`src/rtl/bsa_pkg.sv`:
```
package bsa_pkg;
  localparam int OP_W = 4;

  typedef enum logic [OP_W-1:0] {
    OP_LD   = 4'd0,
    OP_LDC  = 4'd1,
    OP_AND  = 4'd2,
    OP_OR   = 4'd3,
    OP_XNOR = 4'd4,
    OP_ADC  = 4'd5,
    OP_SBC  = 4'd6,
    OP_ADD0 = 4'd7,
    OP_ADD1 = 4'd8,
    OP_SUB1 = 4'd9,
    OP_SUB0 = 4'd10,
    OP_RRC  = 4'd11,
    OP_CRR  = 4'd12
  } op_e;

  typedef enum logic [2:0] {
    LU_ZERO, LU_PASS, LU_INV, LU_AND, LU_OR, LU_XOR, LU_XNOR
  } lu_fn_e;

  typedef enum logic [1:0] {
    CIN_ZERO, CIN_FLAG, CIN_ONE
  } cin_sel_e;

  typedef struct packed {
    lu_fn_e   lu_fn;
    cin_sel_e cin_sel;
    logic     gen_add;  // rr & m
    logic     gen_sub;  // rr & ~m
  } ctrl_t;
endpackage

```
`src/rtl/bsa_decode.sv`:
```
module bsa_decode
  import bsa_pkg::*;
(
  input  logic [OP_W-1:0] op_i,
  output ctrl_t           ctrl_o
);
  always_comb begin
    ctrl_o = '{lu_fn: LU_ZERO, cin_sel: CIN_ZERO, gen_add: 1'b0, gen_sub: 1'b0};
    case (op_i)
      OP_LD:   ctrl_o.lu_fn = LU_PASS;
      OP_LDC:  ctrl_o.lu_fn = LU_INV;
      OP_AND:  ctrl_o.lu_fn = LU_AND;
      OP_OR:   ctrl_o.lu_fn = LU_OR;
      OP_XNOR: ctrl_o.lu_fn = LU_XNOR;
      OP_ADC:  ctrl_o = '{lu_fn: LU_XOR,  cin_sel: CIN_FLAG, gen_add: 1'b1, gen_sub: 1'b0};
      OP_SBC:  ctrl_o = '{lu_fn: LU_XNOR, cin_sel: CIN_FLAG, gen_add: 1'b0, gen_sub: 1'b1};
      OP_ADD0: ctrl_o = '{lu_fn: LU_XOR,  cin_sel: CIN_ZERO, gen_add: 1'b1, gen_sub: 1'b0};
      OP_ADD1: ctrl_o = '{lu_fn: LU_XOR,  cin_sel: CIN_ONE,  gen_add: 1'b1, gen_sub: 1'b0};
      OP_SUB1: ctrl_o = '{lu_fn: LU_XNOR, cin_sel: CIN_ONE,  gen_add: 1'b0, gen_sub: 1'b1};
      OP_SUB0: ctrl_o = '{lu_fn: LU_XNOR, cin_sel: CIN_ZERO, gen_add: 1'b0, gen_sub: 1'b1};
      // C -> RR: zero LU, let flag through the sum XOR
      OP_RRC:  ctrl_o.cin_sel = CIN_FLAG;
      // RR -> C: both generate terms cover both values of m
      OP_CRR:  begin ctrl_o.gen_add = 1'b1; ctrl_o.gen_sub = 1'b1; end
      default: ;
    endcase
  end
endmodule

```
`src/rtl/bsa_logic_unit.sv`:
```
module bsa_logic_unit
  import bsa_pkg::*;
(
  input  lu_fn_e fn_i,
  input  logic   rr_i,
  input  logic   m_i,
  output logic   lu_o
);
  always_comb begin
    case (fn_i)
      LU_PASS: lu_o = m_i;
      LU_INV:  lu_o = ~m_i;
      LU_AND:  lu_o = rr_i & m_i;
      LU_OR:   lu_o = rr_i | m_i;
      LU_XOR:  lu_o = rr_i ^ m_i;
      LU_XNOR: lu_o = ~(rr_i ^ m_i);
      default: lu_o = 1'b0;
    endcase
  end
endmodule

```
`src/rtl/bsa_carry.sv`:
```
module bsa_carry
  import bsa_pkg::*;
(
  input  ctrl_t ctrl_i,
  input  logic  c_i,
  input  logic  rr_i,
  input  logic  m_i,
  input  logic  prop_i,
  output logic  cin_o,
  output logic  c_next_o
);
  logic gen;

  always_comb begin
    cin_o    = ((ctrl_i.cin_sel == CIN_FLAG) & c_i) | (ctrl_i.cin_sel == CIN_ONE);
    gen      = (ctrl_i.gen_add & rr_i & m_i) | (ctrl_i.gen_sub & rr_i & ~m_i);
    c_next_o = gen | (prop_i & cin_o);
  end
endmodule

```
`src/rtl/bit_serial_alu.sv`:
```
module bit_serial_alu
  import bsa_pkg::*;
(
  input  logic            clk_i,
  input  logic            rst_ni,
  input  logic [OP_W-1:0] op_i,
  input  logic            mem_i,
  input  logic            din_en_i,
  input  logic            rr_we_i,
  input  logic            c_we_i,
  input  logic            inv_store_i,
  output logic            rr_o,
  output logic            c_o,
  output logic            store_o
);
  ctrl_t ctrl;
  logic  m_eff, lu, cin, c_next, rr_q, c_q;

  assign m_eff = mem_i & din_en_i;

  bsa_decode u_dec (.op_i(op_i), .ctrl_o(ctrl));

  bsa_logic_unit u_lu (.fn_i(ctrl.lu_fn), .rr_i(rr_q), .m_i(m_eff), .lu_o(lu));

  bsa_carry u_cy (
    .ctrl_i(ctrl), .c_i(c_q), .rr_i(rr_q), .m_i(m_eff),
    .prop_i(lu), .cin_o(cin), .c_next_o(c_next)
  );

  always_ff @(posedge clk_i or negedge rst_ni) begin
    if (!rst_ni) begin
      rr_q <= 1'b0;
      c_q  <= 1'b0;
    end else begin
      if (rr_we_i) rr_q <= lu ^ cin;
      if (c_we_i)  c_q  <= c_next;
    end
  end

  assign rr_o    = rr_q;
  assign c_o     = c_q;
  assign store_o = rr_q ^ inv_store_i;
endmodule

```
`config.mk`:
```
export PLATFORM = sky130hd
export DESIGN_NAME = bit_serial_alu
export DESIGN_NICKNAME = d
export VERILOG_FILES = /design/src/rtl/bsa_pkg.sv /design/src/rtl/bsa_decode.sv /design/src/rtl/bsa_logic_unit.sv /design/src/rtl/bsa_carry.sv /design/src/rtl/bit_serial_alu.sv
export SDC_FILE = /design/constraint.sdc
export NUM_CORES = 1
export LEC_CHECK = 0
export ABC_AREA = 1
export CAP_MARGIN = 0
export CORE_AREA = 3 3 40 42
export CTS_CLUSTER_SIZE = 8
export DETAILED_ROUTE_END_ITERATION = 8
export DIE_AREA = 0 0 43 45
export PLACE_DENSITY = 0.58
export RECOVER_POWER = 25
export SYNTH_ARGS = -nofsm -noshare
export SYNTH_HDL_FRONTEND = slang
export SYNTH_HIERARCHICAL = 1
export SYNTH_SLANG_ARGS = --single-unit
export TNS_END_PERCENT = 100
```
`constraint.sdc`:
```
create_clock -name clk_i -period 1.6 [get_ports clk_i]
set_input_delay 0.24 -clock clk_i [delete_from_list [all_inputs] [get_ports clk_i]]
set_output_delay 0.24 -clock clk_i [all_outputs]
set_load 0.01 [all_outputs]
```
==> impl_metrics.csv, run 1 <==
group,metric,value,unit
worst_setup_path,crit_top_cell,"nand2_1",
flow_run,maxCapViolCount,0,
worst_setup_path,endpoint_kind,"flip-flop",
cts,clockBufferDepth,2,
worst_setup_path,worstPathCellList,"dlygate4sd2_1 > nor2_2 > inv_2 > nand2_1 > o21ai_2 > inv_1 > nand2_2 > nand2_1 > nor2_2 > nor2_4 > nand3_1 > nand2_1 > nand2_1 > o21ai_2",
synthesis,ys_seq_area_share,12.9,%
synthesis,yosys_warnings,6,
worst_setup_path,cp_slowest_cell,"dlygate4sd2_1",
sta,worst_clock_skew,0.00279,ns
drt,via_count,541,
worst_setup_path,path_class,"input pin to flip-flop",
sta,whs,0.249,ns
cells_and_area,layout.cells.most_common,"nand2_1",
drt,drtIter0Drc,3,
global_route,grt_max_degree,6,
cells_and_area,areaGrowthSynthToFinish,83.8,%
placed_design,portBuffers,13,
floorplanning,start_util,30.1,%
placed_design,dp_hpwl,818,um
worst_setup_path,critPathLaunchType,"input pin",
drt,ant_nets,0,
synthesis,synth-seq-cells,2,
sta,finalCritPeriodShare,91.3,%
floorplanning,num_rows,13,
worst_setup_path,crit_arrival,1.57,ns
global_route,grt_usage,13.3,%
synthesis,ys_types,16,
synthesis,synth_area_per_cell,5.09,um2
cts,cts_buffers,3,
placed_design,gp_congestion,0.873,
power_and_ir_drop,power,0.000434,W
drt,routedWlPerCell,9.57,um
cts,cts_root_buffer,"clkbuf_4",
worst_setup_path,required,1.71,ns
cts,cts.clk_slew.worst_paths,0.03,ns
power_and_ir_drop,powerDensity,610,nW/um2
cts,ctsHoldBuffers,0,
worst_setup_path,reg2regPathDepth,10,
status,status,"finished, final reports clean",
global_route,grt_pass1_vias,506,
drt,wl,1160,um
cts,clkLatencyLatePin,0.22,ns
synthesis,syn_area,387,um2
sta,setup_viol,0,
cts,htreeDepth,1,
drt,avgViaCountPerCell,4.47,
global_route,gr-total-overflow,0,
synthesis,synth_nets,89,
synthesis,syn_inst,76,
global_route,grt_pass1_wl,1940,um
floorplanning,die_h,45,um
cts,cts.sinks,2,
power_and_ir_drop,peakVddDrop,0.000462,V
cts,cts_tree,"yes",
worst_setup_path,slowest_delay,0.28,ns
sta,hold_viol,0,
floorplanning,ioPinCount,14,
global_route,antenna_found_initial,0,
cells_and_area,num-nets-final,121,
cells_and_area,drive_gt1_share,31.1,%
sta,max_freq,685,MHz
sta,slew_headroom,85.2,%
drt,dr.pass1.iters,4,
floorplanning,fp.dieArea,1940,um2
sta,fin_crit,1.46,ns
sta,maxSlewViolCount,0,
drt,drcViolationCount,0,
worst_setup_path,cp_max_fo,4,
cells_and_area,final_cell_mix,"nand2_1 (26), inv_1 (14), buf_4 (14)",
min_path,hp-class,"input pin to async pin",
power_and_ir_drop,leakagePower,0.427,nW
floorplanning,die_x,43,um
cells_and_area,antenna_cells,0,
sta,max_slew.worst_pin.slew,0.221,ns
floorplanning,core-area,1280,um2
[state kept, by name, summed over array words and instances, names as in the netlist]
name and flops:
c_o 1, rr_o 1
[worst max-delay path, delay by kind of cell]
kind	cells	cell delay (ns)
AOI/OAI and AO/OA	2	0.20
buffers and inverters	3	0.43
and+or+nand+nor	9	0.70
[per-stage QoR]
step / cell area (um2) / cells / util (%) / setup TNS [ns] / worst slack (ns)
4_1_cts: 654 / 119 / 50.9 / -0.0403 / -0.0403
3_5_place_dp: 626 / 116 / 48.7 / -0.727 / -0.373
5_1_grt: 711 / 121 / 55.3 / -0.0298 / -0.0298
2_1_floorplan: 387 / 76 / - / 0 / 0.207
3_3_place_gp: 626 / 116 / 48.7 / -0.608 / -0.308
6_report: 711 / 121 / 55.3 / 0 / 0.139
[cells in the mapped netlist]
cell type,n,area share (%)
ha_1,2,6.5
o21ai_0,1,1.3
o21ai_1,3,3.9
nor2_2,1,1.6
dfrtp_1,2,13
inv_1,16,16
nand3_2,1,2.6
nand3_1,9,12
nand3b_1,1,1.9
nand2_1,27,26
o22ai_1,1,1.6
nand2_2,1,1.6
nor2_1,6,5.8
xor2_1,1,2.3
inv_2,3,2.9
and2_1,1,1.6
[final cells by class]
| type | count | area [um2] |
|---|---|---|
| Clock buffer | 3 | 22.5 |
| Fill cell | 140 | 574 |
| Inverter | 19 | 71.3 |
| Multi-Input combinational cell | 55 | 307 |
| Sequential cell | 2 | 50.0 |
| Tap cell | 15 | 18.8 |
| Timing Repair Buffer | 27 | 241 |
[metal layers]
layer	wire, um	global-route usage (%)	share of wire (%)	up-vias
met3	17	2.39	1.5	2
met1	509	15.7	44	243
met5	0	0	0	-
li1	-	-	-	290
met4	27	7.83	2.3	0
met2	604	22.8	52	6
[path summary, 6_finish.rpt]
| check | endpoint | start | slack (ns) |
|---|---|---|---|
| max in group asynchronous | rr_o | rst_ni | 1.23 |
| max | c_o | op_i[1] | 0.14 |
| min in group clk_i | c_o | c_o | 0.54 |
| max reg2reg | c_o | rr_o | 0.16 |
| min | c_o | rst_ni | 0.25 |
| min reg2reg | c_o | c_o | 0.54 |
[repair_timing]
| action | in CTS | in global routing |
|---|---|---|
| gates resized for setup | 6 | 13 |
| buffers inserted | 0 | 2 |
| setup endpoints to repair | 3 | 2 |
| pin swaps | 1 | 9 |
| endpoints found under the hold margin | 0 | 0 |
[where the power goes]
group          internal, W  switching, W
Sequential       0.0000613     0.0000119
Clock            0.0000825     0.0000262
Combinational     0.000129      0.000122
[cell families after synthesis]
| kind of cell | after synthesis | synth area share [%] |
|---|---|---|
| AO/OA/AOI/OAI | 5 | 6.79 |
| XOR/XNOR | 1 | 2.27 |
| adder cells (fa/ha/maj) | 2 | 6.47 |
| buffers and inverters | 19 | 18.4 |
| flip-flops | 2 | 12.9 |
| AND/OR/NAND/NOR | 47 | 53.1 |
(Power assumes the default switching activity.)
==> inputs of run 2 (changes only) <==
CTS_BUF_LIST = sky130_fd_sc_hd__clkbuf_8   (was not set)
CTS_CLUSTER_DIAMETER = 120   (was not set)
==> impl_metrics.csv, run 2 (synthesis results as in run 1) <==
group,metric,value,unit
global_route,globalRouteMet3Util,1.20,%
global_route,antenna_found_initial,0,
sta,hold_viol,0,
drt,avgViaCountPerCell,4.39,
cts,ctsHoldBuffers,0,
drt,drcViolationCount,0,
placed_design,portBuffers,13,
sta,setup_viol,0,
global_route,grt_pass1_vias,520,
floorplanning,core-area,1280,um2
cells_and_area,final_cell_mix,"nand2_1 (26), buf_4 (14), inv_1 (13)",
worst_setup_path,required,1.74,ns
drt,wl,1130,um
cells_and_area,fin_area,722,um2
global_route,met2_usage,23.4,%
drt,routedWlPerCell,9.36,um
global_route,grtUsageMet1,16.1,%
drt,drtIter0Drc,2,
cts,cts_buffers,3,
worst_setup_path,crit_arrival,1.60,ns
cts,cts_root_buffer,"clkbuf_8",
power_and_ir_drop,pwr-share-seq,14.1,%
cells_and_area,antenna_cells,0,
worst_setup_path,critPathLaunchType,"input pin",
power_and_ir_drop,combPwrFrac,48.1,%
global_route,grt.busiest_layer,"met2",
power_and_ir_drop,leakagePower,0.419,nW
power_and_ir_drop,intPower,0.000348,W
sta,finalCritPeriodShare,91.6,%
cells_and_area,layout.cells.most_common,"nand2_1",
cts,cts.clk_slew.worst_paths,0.03,ns
floorplanning,die_h,45,um
cts,clockBufferDepth,2,
sta,layout_setup_ws,0.135,ns
cts,cts_tree,"yes",
min_path,hp-class,"input pin to async pin",
sta,slew_headroom,86.6,%
floorplanning,num_rows,13,
global_route,grt_pass1_wl,1970,um
global_route,grt_max_degree,6,
sta,fin_crit,1.47,ns
cts,htreeDepth,1,
placed_design,placed_area,626,um2
flow_run,maxCapViolCount,0,
placed_design,pre_cts_ws,-0.373,ns
worst_setup_path,path_class,"input pin to flip-flop",
sta,maxSlewViolCount,0,
floorplanning,ioPinCount,14,
floorplanning,die_x,43,um
global_route,grt_usage,13.2,%
global_route,gr-total-overflow,0,
sta,max_freq,682,MHz
power_and_ir_drop,switching_power,0.000172,W
drt,ant_nets,0,
worst_setup_path,cp_max_fo,4,
cts,cts.sinks,2,
worst_setup_path,endpoint_kind,"flip-flop",
floorplanning,fp.dieArea,1940,um2
sta,worst_clock_skew,0.00259,ns
drt,via_count,531,
cells_and_area,drive_gt1_share,32.1,%
power_and_ir_drop,powerDensity,721,nW/um2
placed_design,gp_congestion,0.873,
cts,clkLatencyLatePin,0.21,ns
sta,max_slew.worst_pin.slew,0.201,ns
worst_setup_path,r2r_slack,0.16,ns
placed_design,dp_hpwl,818,um
drt,dr.pass1.iters,4,
power_and_ir_drop,switching_share,33.1,%
power_and_ir_drop,p_clk_share,37.8,%
cells_and_area,areaGrowthSynthToFinish,86.7,%
cells_and_area,num-nets-final,121,
power_and_ir_drop,peakVddDrop,0.000533,V
status,status,"finished, final reports clean",
floorplanning,start_util,30.1,%
-- run 2: through the flow --
step	TNS [ns]	cells	util [%]	total power (W)	hold WS, ns
floorplan	0	76	-	0.000178	-0.0556
global placement	-0.608	116	48.7	0.000293	0.412
detailed placement	-0.727	116	48.7	0.000293	0.413
CTS	-0.0130	119	52.2	0.000496	0.192
global route	-0.0428	121	56.2	0.000576	0.262
finish	0	121	56.2	0.000521	0.263
-- run 2: area by class of cell --
class,instances,area [um2]
flip-flops and latches,2,50.0
multi-input cells,55,307
repair buffers,27,234
clock buffers,3,41.3
well taps,15,18.8
fillers,137,563
inverters,19,71.3
-- run 2: metal layers --
metal | routed length [um] | vias to the layer above
met2 | 605 | 4
met1 | 517 | 235
li1 | - | 292
met3 | 9 | 0
met4 | 0 | 0
met5 | 0 | -
-- run 2: final timing paths --
path                          from   end  depth (start not counted)
max reg2reg                   rr_o   c_o                         10
max in group asynchronous   rst_ni  rr_o                          1
min                         rst_ni   c_o                          1
min reg2reg                    c_o   c_o                          2
max                        op_i[3]   c_o                         12
min in group clk_i             c_o   c_o                          2
-- run 2: critical path, cell delays in order --
cell and delay, ns:
dlygate4sd2_1 0.28, inv_2 0.10, nand2_1 0.08, o21ai_2 0.22
nand2_1 0.07, nand3_1 0.10, nand3_2 0.09, nor2_4 0.11
nand3_1 0.09, nand2_1 0.10, nand2_1 0.06, o21ai_2 0.05
-- run 2: timing repair --
item	in CTS	in global routing
pin swaps	2	8
buffers inserted	0	2
gates resized for setup	8	12
setup endpoints to repair	3	2
gates cloned	0	0
-- run 2: power groups by stage --
stage / Combinational (W) / Sequential (W) / Clock, W
final: 0.000251 / 0.0000733 / 0.000197
after global routing: 0.000286 / 0.0000769 / 0.000213
after CTS: 0.000218 / 0.0000735 / 0.000204
after detailed placement: 0.000220 / 0.0000738 / 0
after global placement: 0.000219 / 0.0000737 / 0
after floorplan: 0.0000997 / 0.0000785 / 0
